==> src/rtl/cbu_pkg.sv <==
package cbu_pkg;
  localparam int ADDR_W   = 16;
  localparam int DATA_W   = 8;
  localparam int NUM_COND = 6;
  localparam int MASK_LSB = 2;
  localparam int Q_W      = MASK_LSB + NUM_COND;

  // Strobes from control to the address datapath
  typedef struct packed {
    logic loadIar;
    logic incIar;
    logic loadHi;
    logic loadLo;
    logic addOffset;
    logic swap;
  } dpCtl_t;
endpackage

==> src/rtl/cbu_cond_eval.sv <==
module cbu_cond_eval #(
  parameter int NUM_COND = cbu_pkg::NUM_COND
) (
  input  logic                presentMode,
  input  logic [NUM_COND-1:0] mask,
  input  logic [NUM_COND-1:0] condFlags,
  output logic                met
);
  logic [NUM_COND-1:0] hits;

  genvar g;
  generate
    for (g = 0; g < NUM_COND; g++) begin : gHit
      assign hits[g] = mask[g] & condFlags[g];
    end
  endgenerate

  // any-present when presentMode, otherwise all-absent
  always_comb begin
    if (presentMode) met = |hits;
    else             met = ~|hits;
  end
endmodule

==> src/rtl/cbu_ctrl.sv <==
module cbu_ctrl (
  input  logic            clk,
  input  logic            rstN,
  input  logic            addrLoad,
  input  logic            opCycle,
  input  logic            qCycle,
  input  logic            hiCycle,
  input  logic            loCycle,
  input  logic            ctlCycle,
  input  logic            opEnd,
  input  logic            isJump,
  input  logic            evalMet,
  output cbu_pkg::dpCtl_t dpCtl,
  output logic            condMet,
  output logic            swapPending
);
  logic condMetQ;
  logic xchgQ;
  logic active;

  assign active = ~addrLoad;

  always_ff @(posedge clk) begin
    if (!rstN) begin
      condMetQ <= 1'b0;
      xchgQ    <= 1'b0;
    end else if (active) begin
      if (qCycle) begin
        condMetQ <= evalMet;
        if (!isJump && evalMet) xchgQ <= 1'b1;
      end
      if (opEnd && xchgQ) xchgQ <= 1'b0;
    end
  end

  always_comb begin
    dpCtl.loadIar   = addrLoad;
    dpCtl.incIar    = active & (opCycle | qCycle | hiCycle | loCycle | ctlCycle);
    dpCtl.loadHi    = active & hiCycle;
    dpCtl.loadLo    = active & loCycle;
    dpCtl.addOffset = active & ctlCycle & condMetQ;
    dpCtl.swap      = active & opEnd & xchgQ;
  end

  assign condMet     = condMetQ;
  assign swapPending = xchgQ;
endmodule

==> src/rtl/cbu_datapath.sv <==
module cbu_datapath #(
  parameter int ADDR_W = cbu_pkg::ADDR_W,
  parameter int DATA_W = cbu_pkg::DATA_W
) (
  input  logic            clk,
  input  logic            rstN,
  input  cbu_pkg::dpCtl_t dpCtl,
  input  logic [ADDR_W-1:0] loadAddr,
  input  logic [DATA_W-1:0] dataByte,
  output logic [ADDR_W-1:0] instAddr,
  output logic [ADDR_W-1:0] altAddr
);
  localparam int PAD_W = ADDR_W - DATA_W;

  logic [ADDR_W-1:0] iarQ;
  logic [ADDR_W-1:0] arrQ;
  logic [ADDR_W-1:0] offset;
  logic [ADDR_W-1:0] nextSeq;

  assign offset  = dpCtl.addOffset ? {{PAD_W{1'b0}}, dataByte} : '0;
  assign nextSeq = iarQ + ADDR_W'(1) + offset;

  always_ff @(posedge clk) begin
    if (!rstN) begin
      iarQ <= '0;
      arrQ <= '0;
    end else if (dpCtl.loadIar) begin
      iarQ <= loadAddr;
    end else if (dpCtl.swap) begin
      iarQ <= arrQ;
      arrQ <= iarQ;
    end else begin
      if (dpCtl.incIar) iarQ <= nextSeq;
      if (dpCtl.loadHi) arrQ[ADDR_W-1 -: DATA_W] <= dataByte;
      if (dpCtl.loadLo) arrQ[DATA_W-1:0]         <= dataByte;
    end
  end

  assign instAddr = iarQ;
  assign altAddr  = arrQ;
endmodule

==> src/rtl/cond_branch_unit.sv <==
module cond_branch_unit #(
  parameter int ADDR_W   = cbu_pkg::ADDR_W,
  parameter int DATA_W   = cbu_pkg::DATA_W,
  parameter int NUM_COND = cbu_pkg::NUM_COND,
  parameter int MASK_LSB = cbu_pkg::MASK_LSB,
  localparam int Q_W     = MASK_LSB + NUM_COND
) (
  input  logic                clk,
  input  logic                rstN,
  input  logic                addrLoad,
  input  logic [ADDR_W-1:0]   loadAddr,
  input  logic                opCycle,
  input  logic                qCycle,
  input  logic                hiCycle,
  input  logic                loCycle,
  input  logic                ctlCycle,
  input  logic                opEnd,
  input  logic                isJump,
  input  logic [Q_W-1:0]      qCode,
  input  logic [NUM_COND-1:0] condFlags,
  input  logic [DATA_W-1:0]   dataByte,
  output logic [ADDR_W-1:0]   instAddr,
  output logic [ADDR_W-1:0]   altAddr,
  output logic                swapPending,
  output logic                condMet
);
  cbu_pkg::dpCtl_t dpCtl;
  logic            evalMet;
  logic            unusedQBits;

  // bits between the mode bit and the mask carry no meaning here
  assign unusedQBits = ^qCode[MASK_LSB-1:1];

  cbu_cond_eval #(.NUM_COND(NUM_COND)) u_eval (
    .presentMode (qCode[0]),
    .mask        (qCode[Q_W-1:MASK_LSB]),
    .condFlags   (condFlags),
    .met         (evalMet)
  );

  cbu_ctrl u_ctrl (
    .clk         (clk),
    .rstN        (rstN),
    .addrLoad    (addrLoad),
    .opCycle     (opCycle),
    .qCycle      (qCycle),
    .hiCycle     (hiCycle),
    .loCycle     (loCycle),
    .ctlCycle    (ctlCycle),
    .opEnd       (opEnd),
    .isJump      (isJump),
    .evalMet     (evalMet),
    .dpCtl       (dpCtl),
    .condMet     (condMet),
    .swapPending (swapPending)
  );

  cbu_datapath #(.ADDR_W(ADDR_W), .DATA_W(DATA_W)) u_dp (
    .clk      (clk),
    .rstN     (rstN),
    .dpCtl    (dpCtl),
    .loadAddr (loadAddr),
    .dataByte (dataByte),
    .instAddr (instAddr),
    .altAddr  (altAddr)
  );
endmodule

==> config.mk <==
export PLATFORM = sky130hd
export DESIGN_NAME = cond_branch_unit
export DESIGN_NICKNAME = d
export VERILOG_FILES = /design/src/rtl/cbu_pkg.sv /design/src/rtl/cbu_cond_eval.sv /design/src/rtl/cbu_ctrl.sv /design/src/rtl/cbu_datapath.sv /design/src/rtl/cond_branch_unit.sv
export SDC_FILE = /design/constraint.sdc
export NUM_CORES = 1
export LEC_CHECK = 0
export ABC_AREA = 1
export BUFFER_PORTS_ARGS = -buffer_cell sky130_fd_sc_hd__buf_2
export CORE_UTILIZATION = 55
export DETAILED_ROUTE_END_ITERATION = 16
export GPL_TIMING_DRIVEN = 0
export PLACE_DENSITY_LB_ADDON = 0.1
export SLEW_MARGIN = 20
export SYNTH_ARGS = -nofsm -noshare
export SYNTH_HDL_FRONTEND = slang
export SYNTH_HIERARCHICAL = 1
export SYNTH_SLANG_ARGS = --single-unit
export TNS_END_PERCENT = 20
==> constraint.sdc <==
create_clock -name clk -period 3.9 [get_ports clk]
set_input_delay 0.195 -clock clk [delete_from_list [all_inputs] [get_ports clk]]
set_output_delay 0.195 -clock clk [all_outputs]
set_load 0.03 [all_outputs]
==> load_flow_metrics.sql, run 1 <==
INSERT INTO impl_metrics (metric_group, metric, value, unit) VALUES
('timing', 'max_clock_freq', '418', 'MHz'),
('die', 'die_w', '69.9', 'um'),
('cells_and_area', 'post_route_cells_drive_above_1_share', '22.7', '%'),
('worst_hold_path', 'min_to', 'u_dp/instAddr[4]$_SDFFE_PN0P_', ''),
('worst_setup_path', 'crit_required', '4.11', 'ns'),
('timing', 'total_neg_setup_slack', '0', 'ns'),
('clock_network', 'cts_made_buffers', '5', ''),
('yosys', 'synth_top_flop_cell', 'sky130_fd_sc_hd__dfxtp_1', ''),
('cells_and_area', 'ff_latch_area', '681', 'sq um'),
('placed_design', 'portBuffers', '80', ''),
('yosys', 'syn_area', '0.00253', 'sq mm'),
('timing', 'finalCriticalPeriod', '2.39', 'ns'),
('worst_setup_path', 'setup.reg_to_reg.worst_slack', '1.51', 'ns'),
('clock_network', 'path_clk_slew', '0.07', 'ns'),
('clock_network', 'ctsHtreeMaxLevel', '2', ''),
('route', 'via_per_inst', '5.50', ''),
('worst_hold_path', 'hold_depth', '3', ''),
('power', 'worst_vdd_drop', '0.206', 'mV'),
('worst_setup_path', 'regToRegEndpoint', 'u_dp/instAddr[14]$_SDFFE_PN0P_', ''),
('yosys', 'sequential_to_total_area_share_from_yosys_stat', '26.9', '%'),
('global_routing', 'globalRoute.totalOverflow', '0', ''),
('clock_network', 'post_cts.resized_instances', '0', ''),
('timing', 'maxSlewHeadroom', '63.2', '%'),
('global_routing', 'overall_routing_resource_usage', '32.0', '%'),
('yosys', 'synth_cell_types', '35', ''),
('route', 'drt_drc_violations_left', '0', ''),
('worst_setup_path', 'cp_num_buf_inv', '2', ''),
('power', 'cellLeakagePower', '1.74', 'nW'),
('clock_network', 'cts_max_path_buffers', '2', ''),
('timing', 'setup_violations', '0', ''),
('clock_network', 'hold_fix_buffer_count_after_cts', '0', ''),
('die', 'fp-row-count', '24', ''),
('timing', 'rsz0062_at_grt', 'false', ''),
('timing', 'actual_slew_at_the_worst_max_slew_pin', '0.552', 'ns'),
('die', 'io_pins', '82', ''),
('route', 'drt-pass1-iter-count', '5', ''),
('clock_network', 'clk_latency', '0.29', 'ns'),
('clock_network', 'tritoncts_clock_tree', 'built', ''),
('die', 'die-height', '69.9', 'um'),
('timing', 'clock-skew-final', '0.00534', 'ns'),
('global_routing', 'antenna_found_initial', '0', ''),
('worst_hold_path', 'holdCritPathClass', 'input pin to flop', ''),
('clock_network', 'root_buffer', 'sky130_fd_sc_hd__clkbuf_8', ''),
('cells_and_area', 'most-common-layout-cells', 'sky130_fd_sc_hd__nand2_1 (125), sky130_fd_sc_hd__buf_2 (83), sky130_fd_sc_hd__inv_1 (65)', ''),
('worst_setup_path', 'worstPathArrival', '2.61', 'ns'),
('flow_run', 'drv_cap', '0', ''),
('timing', 'hold_slack', '0.181', 'ns'),
('die', 'initial_core_util', '57.8', '%'),
('global_routing', 'grt_pass1_vias', '2723', ''),
('die', 'placeableCoreArea', '0.00438', 'sq mm'),
('worst_setup_path', 'endpoint_kind', 'flop', ''),
('cells_and_area', 'layout.core_utilization', '70.9', '%'),
('cells_and_area', 'finalNonFillerCells', '562', ''),
('worst_setup_path', 'max_stage_delay', '0.36', 'ns'),
('placed_design', 'number_of_cells_after_detailed_placement', '554', ''),
('cells_and_area', 'flow.area_growth_from_synthesis', '22.7', '%'),
('die', 'floorplan.die_area', '0.00488', 'sq mm'),
('cells_and_area', 'filler_cell_count', '400', ''),
('worst_setup_path', 'setup.worst_path.start_class', 'flop', ''),
('global_routing', 'global_route_wire_length_before_repair', '12.5', 'mm'),
('cells_and_area', 'layout_commonest_cell', 'sky130_fd_sc_hd__nand2_1', ''),
('yosys', 'yosys_reg_bits', '34', ''),
('cells_and_area', 'antenna_cells', '0', ''),
('worst_setup_path', 'path_max_fanout', '8', ''),
('timing', 'report.final.slew_viol_count', '0', ''),
('route', 'drtIter0Drc', '334', ''),
('worst_setup_path', 'worst_path_most_repeated_cell', 'sky130_fd_sc_hd__nand2_1', ''),
('route', 'detail-route-antenna-nets', '0', ''),
('route', 'vias', '3092', ''),
('run_status', 'outcome', 'complete, no violations', ''),
('worst_setup_path', 'cpLargestDelayFamily', 'simple AND/OR/NAND/NOR gates', '');
[cell families (layout without fill, tap and decap cells)]
group,Yosys count,after routing,share of synthesized area [%]
XOR/XNOR,2,2,0.692
adder cells (fa/ha/maj),9,9,4.74
buffers and inverters,84,172,14.1
flip-flops,34,34,26.9
AND/OR/NAND/NOR,197,197,32.4
AO/OA/AOI/OAI,96,96,21.2
[where the power goes]
part           switching (mW)  internal [mW]  leakage, nW
Clock                   0.132          0.188       0.0579
Sequential             0.0210          0.368        0.280
Combinational           0.147         0.0779         1.40
[worst register-to-register path: cells and delay by family (launching register included)]
family                     cells  cell delay (ns)
and+or+nand+nor               12             0.93
buffers and inverters          2             0.45
adders and majority gates      2             0.43
DFF                            1             0.36
AOI/OAI and AO/OA              1             0.14
[synthesized netlist by cell type, types with 2 or more instances]
master                     number  area, sq um
sky130_fd_sc_hd__a21oi_1       33          165
sky130_fd_sc_hd__a21oi_2        2         17.5
sky130_fd_sc_hd__a31oi_1       11         68.8
sky130_fd_sc_hd__buf_2          3         15.0
sky130_fd_sc_hd__buf_4          4         30.0
sky130_fd_sc_hd__clkbuf_1       3         11.3
sky130_fd_sc_hd__dfxtp_1       34          681
sky130_fd_sc_hd__ha_1           8          100
sky130_fd_sc_hd__inv_1         65          244
sky130_fd_sc_hd__inv_2          6         22.5
sky130_fd_sc_hd__nand2_1      125          469
sky130_fd_sc_hd__nand2_2        4         25.0
sky130_fd_sc_hd__nand3_1       27          135
sky130_fd_sc_hd__nand4_1        3         18.8
sky130_fd_sc_hd__nor2_1        30          113
sky130_fd_sc_hd__nor2_2         2         12.5
sky130_fd_sc_hd__o211ai_1       6         45.0
sky130_fd_sc_hd__o21ai_0       38          190
sky130_fd_sc_hd__o21ai_1        2         10.0
[flip-flops by register name (all words and copies together), names as in the netlist]
signal	count
u_ctrl/condMet	1
u_dp/instAddr	16
u_ctrl/swapPending	1
u_dp/altAddr	16
[through the flow]
step           instance area (sq um)  power [mW]  setup WS [ns]
3_5_place_dp                    3000       0.615           1.59
3_3_place_gp                    3000       0.611           1.62
4_1_cts                         3110       0.932           1.57
5_1_grt                         3110       0.974           1.29
2_1_floorplan                   2530       0.535           1.72
6_report                        3110       0.934           1.51
[metal layers]
metal | up-vias | wire length (um) | global-route usage (%)
met2 | 179 | 3500 | 51.9
li1 | 1524 | - | -
met4 | 0 | 176 | 8.00
met3 | 19 | 662 | 5.05
met1 | 1370 | 3280 | 44.3
met5 | - | 0 | 0
[final cells by class]
class / count / share of cell area [%]
Tap cell: 52 / 2.09
Clock buffer: 5 / 2.22
Multi-Input combinational cell: 304 / 48.1
Sequential cell: 34 / 21.9
Timing Repair Buffer: 80 / 12.9
Inverter: 71 / 8.58
Buffer: 13 / 2.90
Clock inverter: 3 / 1.29
[worst max path at each step]
stage	start	endpoint	cells past startpoint
after floorplan	u_ctrl/condMet$_SDFFE_PN0P_	u_dp/instAddr[12]$_SDFFE_PN0P_	14
after global placement	u_ctrl/condMet$_SDFFE_PN0P_	u_dp/instAddr[8]$_SDFFE_PN0P_	14
after detailed placement	u_ctrl/condMet$_SDFFE_PN0P_	u_dp/instAddr[14]$_SDFFE_PN0P_	17
after CTS	u_ctrl/condMet$_SDFFE_PN0P_	u_dp/instAddr[15]$_SDFFE_PN0P_	15
after global routing	u_ctrl/condMet$_SDFFE_PN0P_	u_dp/instAddr[14]$_SDFFE_PN0P_	17
final	u_ctrl/condMet$_SDFFE_PN0P_	u_dp/instAddr[14]$_SDFFE_PN0P_	17
No activity file was read; power rests on OpenSTA's default activity.
==> run 2: changes to the inputs <==
- CORE_UTILIZATION: 55 -> 46
- clock period: 3.9 -> 2.15 ns (I/O delays scaled with it)
==> run 2 against run 1 <==
Compared with the run above: sequential share of layout area shrank 1.1 points; flip-flop and latch count unchanged; via count fell by 2.7%; power rose by 97%; maximum frequency is 17% higher; clock skew increased by 0.0016 ns; cell area rose by 5.5%; count of clock-buffer cells in the layout stayed put; first-iteration DRC count decreased by 43%; wire length increased by 1.4%; final cell count rose by 4.1%; combinational power increased by 87%; critical endpoint is now u_dp/instAddr[10]$_SDFFE_PN0P_; largest cell class unchanged.
==> load_flow_metrics.sql, run 2 (synthesis results as in run 1) <==
INSERT INTO impl_metrics (metric_group, metric, value, unit) VALUES
('run_status', 'outcome', 'complete, no violations', ''),
('flow_run', 'drv_cap', '0', ''),
('worst_setup_path', 'crit_type', 'flop to flop', ''),
('clock_network', 'path_clk_slew', '0.08', 'ns'),
('worst_setup_path', 'cell_chain_critical_path', 'nand2_1, nor2_1, buf_4, nand2_4, ha_4, inv_2, fa_2, nand2_2, nand2_1, nand3b_1, nand2_2, nand2_2, nand2_1, nand2_1, nand3_1, nand2_1, a21oi_1', ''),
('die', 'fp-row-count', '26', ''),
('power', 'pwr_cell_area', '562', 'mW/mm^2'),
('cells_and_area', 'final_nets', '571', ''),
('worst_setup_path', 'endpoint_kind', 'flop', ''),
('global_routing', 'grt_pass1_vias', '2636', ''),
('route', 'detail-route-antenna-nets', '0', ''),
('worst_setup_path', 'critical_path_depth', '17', ''),
('timing', 'setup_violations', '0', ''),
('worst_setup_path', 'slowest_stage', 'sky130_fd_sc_hd__fa_2', ''),
('timing', 'report.final.hold_viol_count', '0', ''),
('die', 'die-height', '76.2', 'um'),
('clock_network', 'numClockSinks', '34', ''),
('worst_hold_path', 'hold_depth', '3', ''),
('route', 'wire_per_inst', '13.2', 'um'),
('route', 'drt_drc_violations_left', '0', ''),
('placed_design', 'hpwl', '5.91', 'mm'),
('clock_network', 'clk_latency', '0.29', 'ns'),
('global_routing', 'grt_max_degree', '13', ''),
('worst_setup_path', 'path_max_fanout', '8', ''),
('global_routing', 'antenna_found_initial', '0', ''),
('timing', 'min_period_over_period', '95.5', '%'),
('worst_setup_path', 'crit_required', '2.30', 'ns'),
('global_routing', 'overall_routing_resource_usage', '27.4', '%'),
('worst_setup_path', 'cp_num_buf_inv', '2', ''),
('route', 'vias', '3008', ''),
('worst_setup_path', 'cpLargestDelayFamily', 'simple AND/OR/NAND/NOR gates', ''),
('die', 'floorplan.die_area', '0.00581', 'sq mm'),
('route', 'via_per_inst', '5.14', ''),
('cells_and_area', 'flow.area_growth_from_synthesis', '29.4', '%'),
('placed_design', 'globalplace.congestion', '0.942', ''),
('cells_and_area', 'most-common-layout-cells', 'sky130_fd_sc_hd__nand2_1 (118), sky130_fd_sc_hd__buf_2 (83), sky130_fd_sc_hd__inv_1 (63)', ''),
('clock_network', 'cts_made_buffers', '5', ''),
('power', 'totalPowerFinal', '1.84', 'mW'),
('die', 'placeableCoreArea', '0.00520', 'sq mm'),
('timing', 'total_neg_setup_slack', '0', 'ns'),
('power', 'worst_vdd_drop', '0.340', 'mV'),
('timing', 'hold_slack', '0.0894', 'ns'),
('clock_network', 'tritoncts_clock_tree', 'built', ''),
('cells_and_area', 'filler_cell_count', '547', ''),
('timing', 'max_clock_freq', '487', 'MHz'),
('timing', 'report.final.slew_viol_count', '0', ''),
('worst_setup_path', 'worstPathArrival', '2.21', 'ns'),
('clock_network', 'root_buffer', 'sky130_fd_sc_hd__clkbuf_8', ''),
('placed_design', 'portBuffers', '80', ''),
('global_routing', 'global_route_wire_length_before_repair', '12.6', 'mm'),
('cells_and_area', 'layout_commonest_cell', 'sky130_fd_sc_hd__nand2_1', ''),
('worst_setup_path', 'setup.worst_path.start_class', 'flop', ''),
('timing', 'maxSlewHeadroom', '55.4', '%'),
('timing', 'actual_slew_at_the_worst_max_slew_pin', '0.669', 'ns'),
('clock_network', 'cts_max_path_buffers', '2', ''),
('die', 'io_pins', '82', ''),
('clock_network', 'hold_fix_buffer_count_after_cts', '0', ''),
('worst_hold_path', 'holdCritPathClass', 'input pin to flop', ''),
('cells_and_area', 'antenna_cells', '0', ''),
('die', 'die_w', '76.2', 'um'),
('clock_network', 'ctsHtreeMaxLevel', '2', ''),
('timing', 'finalCriticalPeriod', '2.05', 'ns'),
('die', 'initial_core_util', '48.7', '%'),
('timing', 'rsz0062_at_grt', 'true', ''),
('global_routing', 'globalRoute.totalOverflow', '0', ''),
('power', 'cellLeakagePower', '1.79', 'nW'),
('timing', 'clock-skew-final', '0.00690', 'ns'),
('worst_setup_path', 'worstRegToRegCells', '17', ''),
('route', 'drt-pass1-iter-count', '5', ''),
('route', 'drtIter0Drc', '190', ''),
('cells_and_area', 'post_route_cells_drive_above_1_share', '27.2', '%'),
('worst_setup_path', 'worst_path_most_repeated_cell', 'sky130_fd_sc_hd__nand2_1', ''),
('route', 'wl', '7.73', 'mm'),
('worst_setup_path', 'max_stage_delay', '0.36', 'ns');
[run 2: cell types whose count changed in the layout (fill, tap and decap cells not counted), moves of 2 or more]
cell | before | now
sky130_fd_sc_hd__inv_2 | 6 | 8
sky130_fd_sc_hd__clkinv_2 | 2 | 0
sky130_fd_sc_hd__nand2_2 | 4 | 10
sky130_fd_sc_hd__a21oi_1 | 33 | 30
sky130_fd_sc_hd__inv_1 | 65 | 63
sky130_fd_sc_hd__ha_1 | 8 | 5
sky130_fd_sc_hd__nand2_1 | 125 | 118
sky130_fd_sc_hd__a21oi_2 | 2 | 4
sky130_fd_sc_hd__ha_4 | 0 | 2
sky130_fd_sc_hd__buf_4 | 4 | 10
[run 2: layer usage]
metal	vias to the layer above	share of wire [%]	global-route usage, %
li1	1540	-	-
met1	1329	47	37.6
met2	125	44	44.8
met3	14	7.4	4.19
met4	0	1.7	7.12
met5	-	0	0
[run 2: worst reg2reg max path: cells and delay by family, from the launching register on]
kind                       cells  cell delay (ns)
adders and majority gates      2             0.48
and+or+nand+nor               12             0.85
AOI/OAI and AO/OA              1             0.06
DFF                            1             0.32
buffers and inverters          2             0.21
[run 2: repair_timing]
action	4_1_cts	5_1_grt
resized for setup	3	20
setup buffers	0	5
endpoints found under the setup margin	12	12
pin swaps	0	7
[run 2: per-stage QoR]
step	instances	util [%]	cell area [sq um]	worst slack (ns)
global placement	572	58.1	3020	-0.139
global route	585	63.0	3280	-0.0506
floorplan	422	-	2530	0.0829
detailed placement	572	58.1	3020	-0.148
CTS	580	60.8	3170	0.00887
finish	585	63.0	3280	0.0976
[run 2: report_power, final]
| part | switching (mW) | total [mW] | internal (mW) |
|---|---|---|---|
| logic | 0.268 | 0.418 | 0.150 |
| registers | 0.0354 | 0.703 | 0.668 |
| clock network | 0.257 | 0.721 | 0.465 |
[run 2: area by class of cell]
cell class                 instances  area [sq um]  area share (%)
inverter                          71           267            8.13
sequential                        34           682            20.8
tap                               70          87.6            2.67
clock inverter                     3          68.8            2.10
clock buffer                       5          68.8            2.10
multi-input combinational        304          1570            48.0
timing repair buffer              85           438            13.4
buffer                            13          93.8            2.86
[run 2: final timing paths]
| check | startpoint | end | slack (ns) |
|---|---|---|---|
| worst min-delay path | loadAddr[4] | u_dp/instAddr[4]$_SDFFE_PN0P_ | 0.09 |
| worst min register to register | u_dp/altAddr[13]$_SDFFE_PN0P_ | u_dp/altAddr[13]$_SDFFE_PN0P_ | 0.48 |
| worst max register to register | u_ctrl/condMet$_SDFFE_PN0P_ | u_dp/instAddr[10]$_SDFFE_PN0P_ | 0.1 |
| worst max-delay path | u_ctrl/condMet$_SDFFE_PN0P_ | u_dp/instAddr[10]$_SDFFE_PN0P_ | 0.1 |
==> run 3: changes to the inputs <==
- CORE_UTILIZATION: 46 -> 55
- clock period: 2.15 -> 2.5 ns (I/O delays scaled with it)
==> run 3 against run 2 <==
Compared with the run above: highest routed layer unchanged; cell area fell by 5.2%; largest cell class unchanged; flip-flop and latch count stayed put; final cell count down 3.9%; critical path type unchanged.
==> load_flow_metrics.sql, run 3 (synthesis results as in run 1) <==
INSERT INTO impl_metrics (metric_group, metric, value, unit) VALUES
('die', 'fp-row-count', '24', ''),
('worst_setup_path', 'crit_type', 'flop to flop', ''),
('timing', 'hold_slack', '0.111', 'ns'),
('timing', 'min_period_over_period', '89.0', '%'),
('timing', 'clock-skew-final', '0.00535', 'ns'),
('cells_and_area', 'layout.core_utilization', '70.9', '%'),
('die', 'placeableCoreArea', '0.00438', 'sq mm'),
('global_routing', 'met1_usage_grt', '44.3', '%'),
('cells_and_area', 'finalNonFillerCells', '562', ''),
('worst_hold_path', 'worst_hold_startpoint', 'loadAddr[4]', ''),
('cells_and_area', 'final_nets', '566', ''),
('timing', 'total_neg_setup_slack', '0', 'ns'),
('timing', 'report.final.hold_viol_count', '0', ''),
('clock_network', 'root_buffer', 'sky130_fd_sc_hd__clkbuf_8', ''),
('cells_and_area', 'filler_cell_count', '400', ''),
('cells_and_area', 'post_route_cells_drive_above_1_share', '22.9', '%'),
('cells_and_area', 'most-common-layout-cells', 'sky130_fd_sc_hd__nand2_1 (125), sky130_fd_sc_hd__buf_2 (83), sky130_fd_sc_hd__inv_1 (65)', ''),
('clock_network', 'ctsHtreeMaxLevel', '2', ''),
('route', 'detail-route-antenna-nets', '0', ''),
('power', 'pwr-share-comb', '24.1', '%'),
('placed_design', 'number_of_cells_after_detailed_placement', '554', ''),
('die', 'die-height', '69.9', 'um'),
('clock_network', 'hold_fix_buffer_count_after_cts', '0', ''),
('placed_design', 'pre_cts_slack', '0.193', 'ns'),
('die', 'floorplan.die_area', '0.00488', 'sq mm'),
('worst_setup_path', 'worstPathArrival', '2.44', 'ns'),
('power', 'worst_vdd_drop', '0.321', 'mV'),
('worst_setup_path', 'setup.worst_path.start_class', 'flop', ''),
('timing', 'rsz0062_at_grt', 'false', ''),
('timing', 'maxSlewHeadroom', '63.2', '%'),
('worst_hold_path', 'hold_depth', '3', ''),
('worst_setup_path', 'regToRegStartpoint', 'u_ctrl/condMet$_SDFFE_PN0P_', ''),
('placed_design', 'portBuffers', '80', ''),
('clock_network', 'cts_max_path_buffers', '2', ''),
('worst_hold_path', 'min_to', 'u_dp/instAddr[4]$_SDFFE_PN0P_', ''),
('power', 'clockPowerShare', '34.2', '%'),
('clock_network', 'clk_latency', '0.29', 'ns'),
('worst_setup_path', 'setup.reg_to_reg.worst_slack', '0.27', 'ns'),
('worst_setup_path', 'crit_required', '2.71', 'ns'),
('power', 'power.switching', '465', 'uW'),
('cells_and_area', 'layout_commonest_cell', 'sky130_fd_sc_hd__nand2_1', ''),
('power', 'pwr_cell_area', '468', 'mW/mm^2'),
('die', 'io_pins', '82', ''),
('route', 'wl', '7.59', 'mm'),
('cells_and_area', 'antenna_cells', '0', ''),
('global_routing', 'global_route_wire_length_before_repair', '12.5', 'mm'),
('clock_network', 'numClockSinks', '34', ''),
('global_routing', 'grt_max_degree', '12', ''),
('clock_network', 'tritoncts_clock_tree', 'built', ''),
('timing', 'finalCriticalPeriod', '2.23', 'ns'),
('global_routing', 'overall_routing_resource_usage', '32.0', '%'),
('timing', 'setup_violations', '0', ''),
('timing', 'max_clock_freq', '449', 'MHz'),
('cells_and_area', 'ff_latch_area', '681', 'sq um'),
('clock_network', 'post_cts.resized_instances', '0', ''),
('cells_and_area', 'footprint_of_the_multi_input_gates', '0.00150', 'sq mm'),
('worst_setup_path', 'endpoint_kind', 'flop', ''),
('route', 'via_per_inst', '5.51', ''),
('power', 'power.share.switching', '32.0', '%'),
('global_routing', 'antenna_found_initial', '0', ''),
('timing', 'report.final.slew_viol_count', '0', ''),
('timing', 'actual_slew_at_the_worst_max_slew_pin', '0.551', 'ns'),
('die', 'die_w', '69.9', 'um'),
('run_status', 'outcome', 'complete, no violations', ''),
('power', 'pwr-share-seq', '41.8', '%'),
('power', 'cellLeakagePower', '1.74', 'nW'),
('clock_network', 'number_of_buffers_inserted_to_repair_setup_after_cts', '0', ''),
('timing', 'final_critical_path_setup_slack', '0.275', 'ns'),
('worst_setup_path', 'worstRegToRegCells', '16', ''),
('placed_design', 'globalplace.congestion', '0.932', ''),
('power', 'intPower', '989', 'uW'),
('global_routing', 'grt_use_met3', '5.05', '%'),
('worst_setup_path', 'regToRegEndpoint', 'u_dp/instAddr[14]$_SDFFE_PN0P_', ''),
('global_routing', 'grt_pass1_vias', '2723', ''),
('route', 'wire_per_inst', '13.5', 'um'),
('global_routing', 'globalRoute.totalOverflow', '0', ''),
('clock_network', 'path_clk_slew', '0.07', 'ns'),
('cells_and_area', 'flow.area_growth_from_synthesis', '22.7', '%'),
('route', 'drt-pass1-iter-count', '5', ''),
('route', 'vias', '3098', ''),
('placed_design', 'hpwl', '6.00', 'mm'),
('clock_network', 'cts_made_buffers', '5', ''),
('flow_run', 'drv_cap', '0', ''),
('worst_setup_path', 'path_max_fanout', '8', ''),
('worst_hold_path', 'holdCritPathClass', 'input pin to flop', ''),
('route', 'drtIter0Drc', '335', ''),
('global_routing', 'most_used_layer_global_route', 'met2', ''),
('die', 'initial_core_util', '57.8', '%'),
('global_routing', 'grtUsageMet2', '51.9', '%'),
('route', 'drt_drc_violations_left', '0', '');
run 3: changes by cell type in the layout (fill, tap and decap cells not counted), sizes merged:
| cell | previous run | this run |
|---|---|---|
| buf | 94 | 88 |
| clkbuf | 8 | 9 |
| clkinv | 1 | 2 |
| bufinv | 2 | 1 |
run 3: worst max path at each step:
stage | from | to | slack [ns]
floorplan | u_ctrl/condMet$_SDFFE_PN0P_ | u_dp/instAddr[12]$_SDFFE_PN0P_ | 0.32
global placement | u_ctrl/condMet$_SDFFE_PN0P_ | u_dp/instAddr[8]$_SDFFE_PN0P_ | 0.22
detailed placement | u_ctrl/condMet$_SDFFE_PN0P_ | u_dp/instAddr[14]$_SDFFE_PN0P_ | 0.19
CTS | u_ctrl/condMet$_SDFFE_PN0P_ | u_dp/instAddr[15]$_SDFFE_PN0P_ | 0.17
global route | u_ctrl/condMet$_SDFFE_PN0P_ | u_dp/instAddr[14]$_SDFFE_PN0P_ | 0.04
finish | u_ctrl/condMet$_SDFFE_PN0P_ | u_dp/instAddr[14]$_SDFFE_PN0P_ | 0.27
run 3: through the flow:
step / total power [mW] / instance area (sq um)
after CTS: 1.45 / 3110
final: 1.45 / 3110
after global routing: 1.52 / 3110
after detailed placement: 0.960 / 3000
after floorplan: 0.834 / 2530
after global placement: 0.954 / 3000
run 3: layout make-up:
class	count	share of cell area [%]
plain buffers	13	2.94
inverters	71	8.57
well taps	52	2.09
clock buffers	5	2.21
repair buffers	80	12.9
multi-input cells	304	48.1
clock inverters	3	1.29
flip-flops and latches	34	21.9
run 3: worst max-delay path, cell delays in order, from the launching register on:
cell,delay [ns]
sky130_fd_sc_hd__dfxtp_1,0.33
sky130_fd_sc_hd__nand2_1,0.06
sky130_fd_sc_hd__nor2_1,0.04
sky130_fd_sc_hd__clkbuf_2,0.17
sky130_fd_sc_hd__nand2_1,0.08
sky130_fd_sc_hd__ha_1,0.13
sky130_fd_sc_hd__inv_1,0.09
sky130_fd_sc_hd__fa_1,0.41
sky130_fd_sc_hd__nand2_2,0.11
sky130_fd_sc_hd__nand2_1,0.06
sky130_fd_sc_hd__nand3b_1,0.10
sky130_fd_sc_hd__nand2_1,0.11
sky130_fd_sc_hd__nand2_1,0.10
sky130_fd_sc_hd__nand3_1,0.07
sky130_fd_sc_hd__nand3_1,0.10
sky130_fd_sc_hd__nand2_1,0.05
sky130_fd_sc_hd__a21oi_1,0.14
run 3: routing by layer:
layer	up-vias	share of wire [%]
li1	1527	-
met1	1373	43
met2	177	46
met3	21	8.6
met4	0	2.4
met5	-	0
run 3: power groups by stage:
stage / registers [mW] / clock network, mW / logic (mW)
after global placement: 0.618 / 0 / 0.336
final: 0.607 / 0.497 / 0.350
after floorplan: 0.676 / 0 / 0.158
after CTS: 0.606 / 0.505 / 0.343
after detailed placement: 0.619 / 0 / 0.341
after global routing: 0.611 / 0.529 / 0.380
